<file path="config.mk">
export PLATFORM = sky130hd
export DESIGN_NAME = serial_cfg_loader
export DESIGN_NICKNAME = d
export VERILOG_FILES = /design/src/rtl/cfg_load_pkg.sv /design/src/rtl/cfg_sync.sv /design/src/rtl/cfg_tick.sv /design/src/rtl/serial_cfg_loader.sv
export SDC_FILE = /design/constraint.sdc
export NUM_CORES = 1
export LEC_CHECK = 0
export CAP_MARGIN = 20
export CORE_MARGIN = 8
export CORE_UTILIZATION = 52
export CTS_CLUSTER_DIAMETER = 40
export DETAILED_ROUTE_END_ITERATION = 10
export GPL_TIMING_DRIVEN = 0
export PLACE_DENSITY_LB_ADDON = 0.25
export SYNTH_ARGS = -nofsm -noshare
export SYNTH_HDL_FRONTEND = slang
export SYNTH_HIERARCHICAL = 1
export SYNTH_SLANG_ARGS = --single-unit
</file>
<file path="constraint.sdc">
create_clock -name clk -period 2.4 [get_ports clk]
set_input_delay 0.48 -clock clk [delete_from_list [all_inputs] [get_ports clk]]
set_output_delay 0.48 -clock clk [all_outputs]
set_load 0.005 [all_outputs]
</file>
<file path="src/rtl/cfg_load_pkg.sv">
package cfg_load_pkg;

  typedef enum logic [2:0] {
    ST_IDLE,
    ST_PROG,
    ST_CLR,
    ST_FETCH,
    ST_SHIFT,
    ST_POST
  } ld_state_e;

  typedef enum logic [1:0] {
    RES_NONE    = 2'b00,
    RES_OK      = 2'b01,
    RES_TIMEOUT = 2'b10,
    RES_CRC     = 2'b11
  } ld_result_e;

endpackage

</file>
<file path="src/rtl/cfg_sync.sv">
module cfg_sync #(
  parameter int W      = 2,
  parameter int STAGES = 2
) (
  input  logic         clk,
  input  logic         rst_n,
  input  logic [W-1:0] d,
  output logic [W-1:0] q
);
  logic [W-1:0] stage_q [STAGES];

  always_ff @(posedge clk or negedge rst_n) begin
    if (!rst_n) stage_q[0] <= '0;
    else        stage_q[0] <= d;
  end

  for (genvar s = 1; s < STAGES; s++) begin : g_stage
    always_ff @(posedge clk or negedge rst_n) begin
      if (!rst_n) stage_q[s] <= '0;
      else        stage_q[s] <= stage_q[s-1];
    end
  end

  assign q = stage_q[STAGES-1];
endmodule

</file>
<file path="src/rtl/cfg_tick.sv">
module cfg_tick #(
  parameter int HALF = 2
) (
  input  logic clk,
  input  logic rst_n,
  input  logic en,
  output logic tick
);
  localparam int CW = (HALF > 1) ? $clog2(HALF) : 1;

  logic [CW-1:0] cnt_q;

  assign tick = en && (cnt_q == CW'(HALF - 1));

  always_ff @(posedge clk or negedge rst_n) begin
    if (!rst_n)           cnt_q <= '0;
    else if (!en || tick) cnt_q <= '0;
    else                  cnt_q <= cnt_q + CW'(1);
  end

  AST_TICK_IDLE: assert property (@(posedge clk) disable iff (!rst_n)
    !en |=> !tick) else $error("tick without enable");
endmodule

</file>
<file path="src/rtl/serial_cfg_loader.sv">
module serial_cfg_loader
  import cfg_load_pkg::*;
#(
  parameter int CNT_W       = 24,
  parameter int HALF_DIV    = 4,
  parameter int TIMEOUT_CYC = 1250000
) (
  input  logic             clk,
  input  logic             rst_n,
  input  logic             start_i,
  input  logic [CNT_W-1:0] byte_count_i,
  input  logic             s_valid_i,
  input  logic [7:0]       s_data_i,
  output logic             s_ready_o,
  output logic             prog_o,
  output logic             cclk_o,
  output logic             din_o,
  input  logic             init_i,
  input  logic             done_i,
  output logic             busy_o,
  output logic             fin_o,
  output logic [1:0]       status_o
);
  localparam int TW = $clog2(TIMEOUT_CYC + 1);

  ld_state_e        st_q;
  ld_result_e       res_q;
  logic [CNT_W-1:0] rem_q;
  logic [TW-1:0]    wait_q;
  logic [7:0]       sh_q;
  logic [2:0]       bit_q;
  logic             init_s, done_s, tick, crc_err, wait_over;

  cfg_sync #(.W(2), .STAGES(2)) i_sync (
    .clk   (clk),
    .rst_n (rst_n),
    .d     ({init_i, done_i}),
    .q     ({init_s, done_s})
  );

  cfg_tick #(.HALF(HALF_DIV)) i_tick (
    .clk   (clk),
    .rst_n (rst_n),
    .en    (st_q == ST_SHIFT || st_q == ST_POST),
    .tick  (tick)
  );

  assign crc_err   = init_s && !done_s;
  assign wait_over = (wait_q == TW'(TIMEOUT_CYC - 1));
  assign s_ready_o = (st_q == ST_FETCH) && !crc_err && (rem_q != '0);
  assign busy_o    = (st_q != ST_IDLE);
  assign status_o  = res_q;

  always_ff @(posedge clk or negedge rst_n) begin
    if (!rst_n) begin
      st_q   <= ST_IDLE;
      res_q  <= RES_NONE;
      rem_q  <= '0;
      wait_q <= '0;
      sh_q   <= '0;
      bit_q  <= '0;
      prog_o <= 1'b0;
      cclk_o <= 1'b0;
      din_o  <= 1'b0;
      fin_o  <= 1'b0;
    end else begin
      fin_o <= 1'b0;
      case (st_q)
        ST_IDLE: if (start_i) begin
          prog_o <= 1'b1;
          rem_q  <= byte_count_i;
          wait_q <= '0;
          res_q  <= RES_NONE;
          st_q   <= ST_PROG;
        end
        ST_PROG: begin
          if (init_s) begin
            prog_o <= 1'b0;
            wait_q <= '0;
            st_q   <= ST_CLR;
          end else if (wait_over) begin
            st_q <= ST_IDLE; fin_o <= 1'b1; res_q <= RES_TIMEOUT;
            prog_o <= 1'b0; cclk_o <= 1'b0; din_o <= 1'b0;
          end else wait_q <= wait_q + TW'(1);
        end
        ST_CLR: begin
          if (!init_s) st_q <= ST_FETCH;
          else if (wait_over) begin
            st_q <= ST_IDLE; fin_o <= 1'b1; res_q <= RES_TIMEOUT;
            prog_o <= 1'b0; cclk_o <= 1'b0; din_o <= 1'b0;
          end else wait_q <= wait_q + TW'(1);
        end
        ST_FETCH: begin
          if (crc_err) begin
            st_q <= ST_IDLE; fin_o <= 1'b1; res_q <= RES_CRC;
            prog_o <= 1'b0; cclk_o <= 1'b0; din_o <= 1'b0;
          end else if (rem_q == '0) begin
            din_o  <= 1'b1;
            wait_q <= '0;
            st_q   <= ST_POST;
          end else if (s_valid_i) begin
            sh_q   <= s_data_i;
            bit_q  <= '0;
            rem_q  <= rem_q - CNT_W'(1);
            cclk_o <= 1'b0;
            din_o  <= s_data_i[7];
            st_q   <= ST_SHIFT;
          end
        end
        ST_SHIFT: if (tick) begin
          if (!cclk_o) cclk_o <= 1'b1;
          else if (bit_q == 3'd7) st_q <= ST_FETCH;
          else begin
            bit_q  <= bit_q + 3'd1;
            sh_q   <= {sh_q[6:0], 1'b0};
            cclk_o <= 1'b0;
            din_o  <= sh_q[6];
          end
        end
        ST_POST: begin
          if (done_s) begin
            st_q <= ST_IDLE; fin_o <= 1'b1; res_q <= RES_OK;
            prog_o <= 1'b0; cclk_o <= 1'b0; din_o <= 1'b0;
          end else if (wait_over) begin
            st_q <= ST_IDLE; fin_o <= 1'b1; res_q <= RES_TIMEOUT;
            prog_o <= 1'b0; cclk_o <= 1'b0; din_o <= 1'b0;
          end else begin
            wait_q <= wait_q + TW'(1);
            if (tick) cclk_o <= !cclk_o;
          end
        end
        default: st_q <= ST_IDLE;
      endcase
    end
  end

  AST_NO_READY_IN_PROG: assert property (@(posedge clk) disable iff (!rst_n)
    prog_o |-> !s_ready_o) else $error("byte offered during program");
  AST_READY_WHEN_BUSY: assert property (@(posedge clk) disable iff (!rst_n)
    s_ready_o |-> busy_o) else $error("ready while idle");
  AST_DIN_STABLE_RISE: assert property (@(posedge clk) disable iff (!rst_n)
    $rose(cclk_o) |-> $stable(din_o)) else $error("data moved on rising clock");
  AST_POST_DIN_HIGH: assert property (@(posedge clk) disable iff (!rst_n)
    (st_q == ST_POST) |-> din_o) else $error("data low in final phase");
  AST_FIN_SINGLE: assert property (@(posedge clk) disable iff (!rst_n)
    fin_o |=> !fin_o) else $error("end pulse too long");
  AST_FIN_CODE: assert property (@(posedge clk) disable iff (!rst_n)
    fin_o |-> (status_o != 2'b00)) else $error("end without code");
  AST_CRC_ABORT: assert property (@(posedge clk) disable iff (!rst_n)
    (st_q == ST_FETCH && crc_err) |=> (fin_o && status_o == 2'b11)) else $error("CRC not reported");
  AST_TIMEOUT_RELEASE: assert property (@(posedge clk) disable iff (!rst_n)
    (fin_o && status_o == 2'b10) |-> (!prog_o && !cclk_o)) else $error("lines held after timeout");
  AST_START_TAKES: assert property (@(posedge clk) disable iff (!rst_n)
    (!busy_o && start_i) |=> (busy_o && prog_o)) else $error("start not taken");
endmodule

</file>
## Yosys cells after proc, flatten, opt, wreduce, memory -nomap -nowiden

Cells that the tools add are included.

| operators by class | value |
|---|---|
| multiplexer cells | 84 |
| eq/ne operators | 25 |
| add/sub/neg operators | 4 |
| reduce and logical (&&, ||, !) cells | 26 |

Operators by type and width:

| operator | number |
|---|---|
| two-way mux 21 bit | 7 |
| case mux 21 bit (5 select lines) | 1 |
| two-way mux 24 bit | 4 |
| two-way mux 3 bit | 17 |
| case mux 24 bit (2 select lines) | 1 |
| two-way mux 7 bit | 6 |
| two-way mux 1 bit | 33 |
| zero test 24 bit | 1 |
| nonzero test 24 bit | 1 |
| subtractor 24 x 1 -> 24 bit, second input constant | 1 |
| adder 21 x 1 -> 21 bit, second input constant | 1 |
| == test 21 bit, second input constant | 1 |
| AND reduction 7 bit | 3 |
| inequality test 2 bit, second input constant | 9 |
| case mux 3 bit (6 select lines) | 1 |
| case mux 1 bit (5 select lines) | 3 |
| AND reduction 5 bit | 3 |
| two-way mux 2 bit | 7 |
| case mux 7 bit (2 select lines) | 1 |
| case mux 2 bit (5 select lines) | 1 |
| nonzero test 5 bit | 2 |
| == test 3 bit, second input constant | 3 |
| inequality test 2 x 1 -> 1 bit, second input constant | 4 |
| == test 3 x 2 -> 1 bit, second input constant | 2 |
| other kinds (17) | 26 |

| word-level totals | value |
|---|---|
| word-level logic and storage cells | 152 |
| bits of input ports | 38 |
| output and inout bits | 8 |
| bits in registers | 70 |

## Logic depth before layout (Yosys ltp)

Gate-level depths: netlist of run 1.

| depth | value |
|---|---|
| depth in word-level cells | 7 |
| gate-level depth with buffers | 10 |
| depth with buffers taken out | 8 |

## Cells and area by module

The synthesis of run 1 kept the hierarchy.

Modules (own cells, without submodules):

| module | area each (um^2) | times used | seq. area each (um^2) | cells an instance |
|---|---|---|---|---|
| serial_cfg_loader | 4036.4 | 1 | 1601.5 | 485 |
| cfg_sync | 115.1 | 1 | 100.1 | 6 |
| cfg_tick | 91.3 | 1 | 50.0 | 6 |

## Worst setup path before layout of run 1

Ideal clock, no wire load.

| timing | value |
|---|---|
| kind | flip-flop to flip-flop |
| start point | register rem_q[0] |
| end point | register wait_q[0] |
| setup time | 0.125 ns |
| path slack | 0.084 ns |
| arrival time | 2.191 ns |
| buffers on the path | 0 |
| clock period less this slack | 2.316 ns |
| cell stages (with the launch flop) | 9 |
| cell sequence | dfrtp_1 -> inv_1 -> ha_1 -> or3b_2 -> nor4_4 -> and2_4 -> o22ai_2 -> o21bai_1 -> mux2_2 |

| on the way | value |
|---|---|
| word-level cells in the longest chain between the ends | 3 |

Ends and longest elaborated chain:

| element | RTL line | RTL |
|---|---|---|
| from (decl) | serial_cfg_loader.sv:28 | `logic [CNT_W-1:0] rem_q;` |
| from (signal assigned) | serial_cfg_loader.sv:71 | `rem_q <= byte_count_i;` |
| from (signal assigned) | serial_cfg_loader.sv:104 | `rem_q <= rem_q - CNT_W'(1);` |
| zero test 24 bit | serial_cfg_loader.sv:97 | `end else if (rem_q == '0) begin` |
| inequality test 2 x 1 -> 1 bit (no line) | -- |  |
| AND reduction 6 bit (no line) | -- |  |
| to (signal assigned) | serial_cfg_loader.sv:84 | `end else wait_q <= wait_q + TW'(1);` |
| to (signal assigned) | serial_cfg_loader.sv:91 | `end else wait_q <= wait_q + TW'(1);` |
| to (signal assigned) | serial_cfg_loader.sv:128 | `wait_q <= wait_q + TW'(1);` |
| to (decl) | serial_cfg_loader.sv:29 | `logic [TW-1:0] wait_q;` |

Every way passes these cells.
A chain may end at the register's enable or synchronous reset.

## Worst setup path after layout of run 1

| timing | value |
|---|---|
| start point | register rem_q[0] |
| end point | output port s_ready_o |

| on the way | value |
|---|---|
| word-level cells in the longest chain between the ends | 2 |

Ends and longest elaborated chain:

| element | RTL line | RTL |
|---|---|---|
| nonzero test 24 bit | serial_cfg_loader.sv:50 | `assign s_ready_o = (st_q == ST_FETCH) && !crc_err && (rem_q != '0);` |
| logical AND 1 bit | serial_cfg_loader.sv:50 |  |
| to (decl) | serial_cfg_loader.sv:14 | `output logic s_ready_o,` |

Every way passes these cells.

==> results of run 1 <==
## metrics by stage
step | utilization, % | power (mW) | cell area [um2]
floorplan | - | 3.499 | 4243
global placement | 59.92 | 4.176 | 4825
detailed placement | 59.89 | 4.257 | 4822
CTS | 64.02 | 5.285 | 5155
global route | 67.49 | 6.132 | 5434
finish | 67.49 | 5.735 | 5434
## report_power, final
group / total (mW) / internal [mW] / switching [mW] / leakage, nW
registers: 1.87 / 1.54 / 0.338 / 0.887
logic: 3.02 / 1.36 / 1.66 / 1.28
clock network: 0.838 / 0.390 / 0.448 / 0.0821
## layout make-up
type                    instances  area, um2  area share [%]
multi-input cells             388       2481           45.66
plain buffers                  27      166.4           3.062
flip-flops and latches         70       1753           32.26
well taps                     105      131.4           2.418
inverters                       9      33.78          0.6217
clock inverters                 2      10.01          0.1842
clock buffers                  12      145.1           2.671
repair buffers                 76      713.2           13.12
## cell families (layout without fill, tap and decap cells)
family / Yosys count / count (layout) / synth area share (%)
AND/OR/NAND/NOR: 191 / 191 / 23.86
AO/OA/AOI/OAI: 184 / 184 / 27.34
flip-flops: 70 / 70 / 41.29
buffers and inverters: 39 / 126 / 4.099
multiplexers: 8 / 8 / 1.946
adder cells (fa/ha/maj): 5 / 5 / 1.474
## state kept, by name, indices dropped and copies added, names as in the netlist
register,count
status_o,2
fin_o,1
i_tick/cnt_q,2
din_o,1
cclk_o,1
bit_q,3
i_sync/q,2
wait_q,21
prog_o,1
i_sync/stage_q,2
sh_q,7
rem_q,24
st_q,3
## worst paths after layout
kind / startpoint / slack (ns) / cells after the start / endpoint
max in group asynchronous: rst_n / 1.51 / 1 / rem_q[7]$_DFFE_PN0P_
setup / recovery: rem_q[0]$_DFFE_PN0P_ / -0.16 / 7 / s_ready_o
hold reg to reg: i_sync/stage_q[3]$_DFF_PN0_ / 0.35 / 0 / i_sync/q[1]$_DFF_PN0_
setup reg to reg: rem_q[0]$_DFFE_PN0P_ / 0.04 / 10 / rem_q[9]$_DFFE_PN0P_
hold / removal: rst_n / 0.23 / 1 / i_sync/q[1]$_DFF_PN0_
min in group clk: i_sync/stage_q[3]$_DFF_PN0_ / 0.35 / 0 / i_sync/q[1]$_DFF_PN0_
## synth_stat cells, drive strengths merged, types with 3 or more instances
cell	number	area (um2)
or4	7	56.30
nand3	18	90.09
nor2	50	190.2
nand3b	4	30.03
nor3	10	66.32
o31ai	7	52.55
buf	9	61.30
nor4	3	33.78
a22oi	4	35.03
o22ai	3	25.02
o311ai	4	35.03
dfrtp	70	1752
a21oi	48	255.3
nor3b	3	27.52
and3	7	43.79
nand2	47	176.4
nand2b	11	68.82
a21o	3	22.52
o21ai	73	380.4
mux2i	6	60.06
and2	6	41.30
nand4	4	25.02
inv	9	33.78
or3	4	25.02
a31oi	10	62.56
nor2b	9	56.30
clkbuf	21	78.83
a32o	4	40.04
a221o	3	30.03
o211ai	6	45.04
ha	5	62.56
## worst reg2reg max path: cells and delay by family, from the launching register on
family	cells	cell delay, ns
flip-flops	1	0.41
AO/OA/AOI/OAI	4	0.54
buffers and inverters	3	0.44
adder cells (fa/ha/maj)	1	0.14
AND/OR/NAND/NOR	2	0.72
## metal layers
layer | global-route usage (%) | share of wire [%] | up-vias
met3 | 4.779 | 7.7 | 16
met2 | 31.59 | 47 | 225
li1 | - | - | 2004
met1 | 30.03 | 44 | 2057
met5 | 0 | 0 | -
met4 | 8.241 | 1.0 | 0
## repair_timing
item / 4_1_cts / 5_1_grt
buffers inserted: 13 / 18
pin swaps: 4 / 18
endpoints found under the setup margin: 57 / 60
gates resized for setup: 23 / 61
endpoints found under the hold margin: 0 / 0
cloned: 0 / 1
==> out/metrics.cfg, run 1 <==
[run_status]
status = complete, but fails checks
violations = negative setup slack

[synth]
synthCells = 497
ys_ff_latch = 70
synth.distinct_cells = 72
synthArstFlopShare_pct = 100.0
synthesis.nets = 540
synth_flop_cell = dfrtp_1
seq_area_frac_synth_pct = 41.29
yosysWarnings = 6
syn_area_um2 = 4243
synth.avg_cell_area_um2 = 8.537
synth-edff-count = 0

[sta]
finalCritPeriodShare_pct = 106.7
fin_skew_ns = 0.01130
tightest_slew_ns = 0.8995
fmax_ghz = 0.3907
max-slew-margin-rel_pct = 40.03
hold_slack_ns = 0.2265
worst_slack_ns = -0.1597
setup_viol_count_final = 1
rsz0062_at_grt = true
slew_violations = 0
hold_violations = 0
min_period_ns = 2.560
finalSetupTns_ns = -0.1597

[pwr]
ir_drop_mv = 0.4794
power_density_nw_per_um2 = 1055
p_leak_nw = 2.251

[cells_and_area]
final_common_cell = dfrtp_1
syn2layout_area_growth_pct = 28.07
nFillCells = 616
insertedDiodeCount = 0
final_cell_mix = dfrtp_1, o21ai_0, nor2_1, a21oi_1, nand2_1
nets = 624
stdcell_count = 689
drive_above_1_share_pct = 18.66

[die]
initial_core_util_pct = 52.70
io_pins = 46
core_area_um2 = 8051
die_area_um2 = 11310
fp.dieW_um = 106.3
num_rows = 33
die_y_um = 106.3

[worst_setup_path]
arrival_ns = 2.08
crit_family = simple AND/OR/NAND/NOR gates
crit_fanout = 3
cpMaxStageDelayCell = dfrtp_1
crit_chain = inv_2 > ha_4 > or3b_4 > nor4_4 > and2_4 > nor2_2 > buf_2
slowest_delay_ns = 0.41
endpoint_kind = output pin
worstPathRequired_ns = 1.92
cp_num_buf_inv = 2
critical_path_class = reg2out
setup.worst_path.start_class = register

[detailed_routing]
drt_iter0_markers = 439
wl_per_cell_um = 17.76
via_count = 4302
wl_um = 12240
viasPerCell = 6.244
drt_pass1_iterations = 5
drc = 0
antenna_violating_nets_post_route = 0

[min_path]
min_path_type = in2async

[global_routing]
grt_pass1_wl_um = 19830
grt_max_degree = 71
overflow = 0
grt_usage_pct = 21.47
antenna_found_initial = 0
grt_pass1_vias = 4066

[cts]
holdBufCountCts = 0
cts_root_buffer = clkbuf_8
cts_buffers = 9
cts_num_sinks = 70
tritoncts = done
clock_path_buffers = 2
h-tree-depth = 3
clkTransAtPathRegs_ns = 0.08
clock_latency_ns = 0.35

[place]
place.detailed.hpwl_um = 8084
gp_congestion = 0.8810
place_worst_setup_slack_ns = -0.4397
place_inst = 647
port_buffers = 45

[flow_run]
cap_violations = 0

Power figures use the tool's default switching activity.
==> inputs of run 2 (changes only) <==
--- a/config.mk
+++ b/config.mk
@@ -7,11 +7,13 @@
 export LEC_CHECK = 0
 export CAP_MARGIN = 20
 export CORE_MARGIN = 8
-export CORE_UTILIZATION = 52
+export CORE_UTILIZATION = 29
 export CTS_CLUSTER_DIAMETER = 40
 export DETAILED_ROUTE_END_ITERATION = 10
 export GPL_TIMING_DRIVEN = 0
+export MAX_ROUTING_LAYER = met4
 export PLACE_DENSITY_LB_ADDON = 0.25
+export SETUP_SLACK_MARGIN = 0.2
 export SYNTH_ARGS = -nofsm -noshare
 export SYNTH_HDL_FRONTEND = slang
 export SYNTH_HIERARCHICAL = 1
==> out/metrics.cfg, run 2 (synthesized netlist as in run 1, its figures left out) <==
[place]
place.detailed.hpwl_um = 8974  ; was 8084 um
gp_congestion = 0.8564  ; was 0.8810
place_worst_setup_slack_ns = -0.3430  ; was -0.4397 ns
port_buffers = 45  ; unchanged

[worst_setup_path]
arrival_ns = 2.02  ; was 2.08 ns
crit_fanout = 2  ; was 3
endpoint_kind = output pin  ; unchanged
reg2reg_to = wait_q[0]$_DFFE_PN0P_  ; was rem_q[9]$_DFFE_PN0P_
reg2reg_depth = 11  ; was 10
worstPathRequired_ns = 1.92  ; about the same
setup.worst_path.start_class = register  ; unchanged
critical_path_class = reg2out  ; unchanged
r2r_slack_ns = -0.06  ; was 0.04 ns
reg2reg_from = rem_q[0]$_DFFE_PN0P_  ; unchanged

[cells_and_area]
nets = 631  ; was 624
drive_above_1_share_pct = 25.84  ; was 18.66%
syn2layout_area_growth_pct = 39.22  ; was 28.07%
largest_reg_flops = 24  ; unchanged
insertedDiodeCount = 0  ; unchanged
final_cell_mix = dfrtp_1, nand2_1, nor2_1  ; was dfrtp_1, o21ai_0, nor2_1, a21oi_1, nand2_1
utilization_pct = 40.95  ; was 67.49%
ff_latch_area_um2 = 1753  ; unchanged
nFillCells = 1440  ; was 616
final_common_cell = dfrtp_1  ; unchanged
multi_input_area_um2 = 2636  ; was 2481 um2
top_regs = rem_q (24), wait_q (21), sh_q (7)  ; unchanged
regMostFlops = rem_q  ; unchanged

[cts]
clkTransAtPathRegs_ns = 0.06  ; was 0.08 ns
cts_num_sinks = 70  ; unchanged
cts_root_buffer = clkbuf_16  ; was clkbuf_8
tritoncts = done  ; unchanged
h-tree-depth = 3  ; unchanged
cts_buffers = 9  ; unchanged
clock_latency_ns = 0.35  ; about the same
holdBufCountCts = 0  ; unchanged
clock_path_buffers = 2  ; unchanged

[die]
num_rows = 44  ; was 33
fp.dieW_um = 137.0  ; was 106.3 um
die_area_um2 = 18760  ; was 11310 um2
initial_core_util_pct = 29.42  ; was 52.70%
die_y_um = 137.0  ; was 106.3 um
io_pins = 46  ; unchanged
core_area_um2 = 14420  ; was 8051 um2

[detailed_routing]
wl_per_cell_um = 17.41  ; was 17.76 um
drt_iter0_markers = 265  ; was 439
antenna_violating_nets_post_route = 0  ; unchanged
wl_um = 13510  ; was 12240 um
via_count = 4296  ; was 4302
viasPerCell = 5.536  ; was 6.244
drt_pass1_iterations = 4  ; was 5
drc = 0  ; unchanged

[sta]
finalSetupTns_ns = -0.2215  ; was -0.1597 ns
finalCritPeriodShare_pct = 104.0  ; was 106.7%
fin_skew_ns = 0.01187  ; was 0.01130 ns
tightest_slew_ns = 0.5892  ; was 0.8995 ns
slew_violations = 0  ; unchanged
hold_violations = 0  ; unchanged
hold_slack_ns = 0.07649  ; was 0.2265 ns
setup_viol_count_final = 5  ; was 1
min_period_ns = 2.495  ; was 2.560 ns
max-slew-margin-rel_pct = 60.42  ; was 40.03%
worst_slack_ns = -0.09539  ; was -0.1597 ns
rsz0062_at_grt = true  ; unchanged
fmax_ghz = 0.4007  ; was 0.3907 GHz

[global_routing]
grt_pass1_wl_um = 22100  ; was 19830 um
grt_max_degree = 42  ; was 71
grt_usage_pct = 15.30  ; was 21.47%
grt_pass1_vias = 4288  ; was 4066
overflow = 0  ; unchanged
antenna_found_initial = 0  ; unchanged

[flow_run]
cap_violations = 0  ; unchanged

[min_path]
min_path_type = in2async  ; unchanged

[pwr]
ir_drop_mv = 0.4293  ; was 0.4794 mV
p_leak_nw = 2.370  ; was 2.251 nW
power_density_nw_per_um2 = 1098  ; was 1055 nW/um2
finalPower_mw = 6.484  ; was 5.735 mW

[run_status]
status = complete, but fails checks  ; unchanged
violations = negative setup slack  ; unchanged

[run 2: cell types whose count changed in the layout (fill, tap and decap cells not counted), moves of 7 or more]
cell	before	now
a21oi_1	46	37
a21oi_2	0	10
buf_6	6	14
clkbuf_16	1	9
clkbuf_8	10	2
o21ai_0	52	29
o21ai_1	15	22
o21ai_2	5	21
[run 2: area by class of cell]
| type | instances | area share (%) |
|---|---|---|
| repair buffers | 81 | 13.05 |
| clock buffers | 11 | 4.109 |
| inverters | 9 | 0.5719 |
| well taps | 184 | 3.897 |
| multi-input cells | 388 | 44.63 |
| flip-flops and latches | 70 | 29.68 |
| plain buffers | 29 | 3.262 |
| clock inverters | 4 | 0.8049 |
[run 2: repair_timing]
item                       CTS  global route
setup endpoints to repair   66            62
setup buffers               22             9
gates cloned                 4             0
pin swaps                   33            10
resized for setup          116            34
[run 2: power by group]
group          leakage [nW]  switching (mW)  internal [mW]  total (mW)
clock                 0.141           0.521          0.824        1.34
sequential            0.887           0.365           1.54        1.90
combinational          1.34            1.82           1.41        3.24
total                  2.37            2.71           3.78        6.48
[run 2: worst max path at each step]
stage	to	from	slack, ns	cells after the start
after floorplan	wait_q[0]$_DFFE_PN0P_	rem_q[8]$_DFFE_PN0P_	0.19	7
after global placement	wait_q[14]$_DFFE_PN0P_	rst_n	-1.85	1
after detailed placement	bit_q[1]$_DFFE_PN0P_	st_q[2]$_DFFE_PN0P_	-0.34	7
after CTS	s_ready_o	rem_q[1]$_DFFE_PN0P_	-0.11	7
after global routing	s_ready_o	rem_q[1]$_DFFE_PN0P_	-0.19	7
final	s_ready_o	rem_q[0]$_DFFE_PN0P_	-0.1	7
[run 2: per-layer routing]
| metal | vias up | routed length (um) | track usage [%] |
|---|---|---|---|
| met1 | 2087 | 5766 | 18.27 |
| met3 | 29 | 819 | 4.295 |
| met4 | 0 | 357 | 6.216 |
| met2 | 157 | 6566 | 23.85 |
| met5 | - | 0 | - |
| li1 | 2023 | - | - |
[run 2: per-stage QoR]
stage | std cells | area, um2
final | 776 | 5907
after global routing | 776 | 5907
after CTS | 768 | 5719
after detailed placement | 727 | 4951
after global placement | 726 | 4926
after floorplan | 497 | 4245
[run 2: critical path: stages, from the launching register on]
cell and delay [ns]:
dfrtp_1 0.39, inv_2 0.08, ha_4 0.14, or3b_4 0.40
nor4_4 0.28, and2_4 0.20, nor2_2 0.05, buf_2 0.13
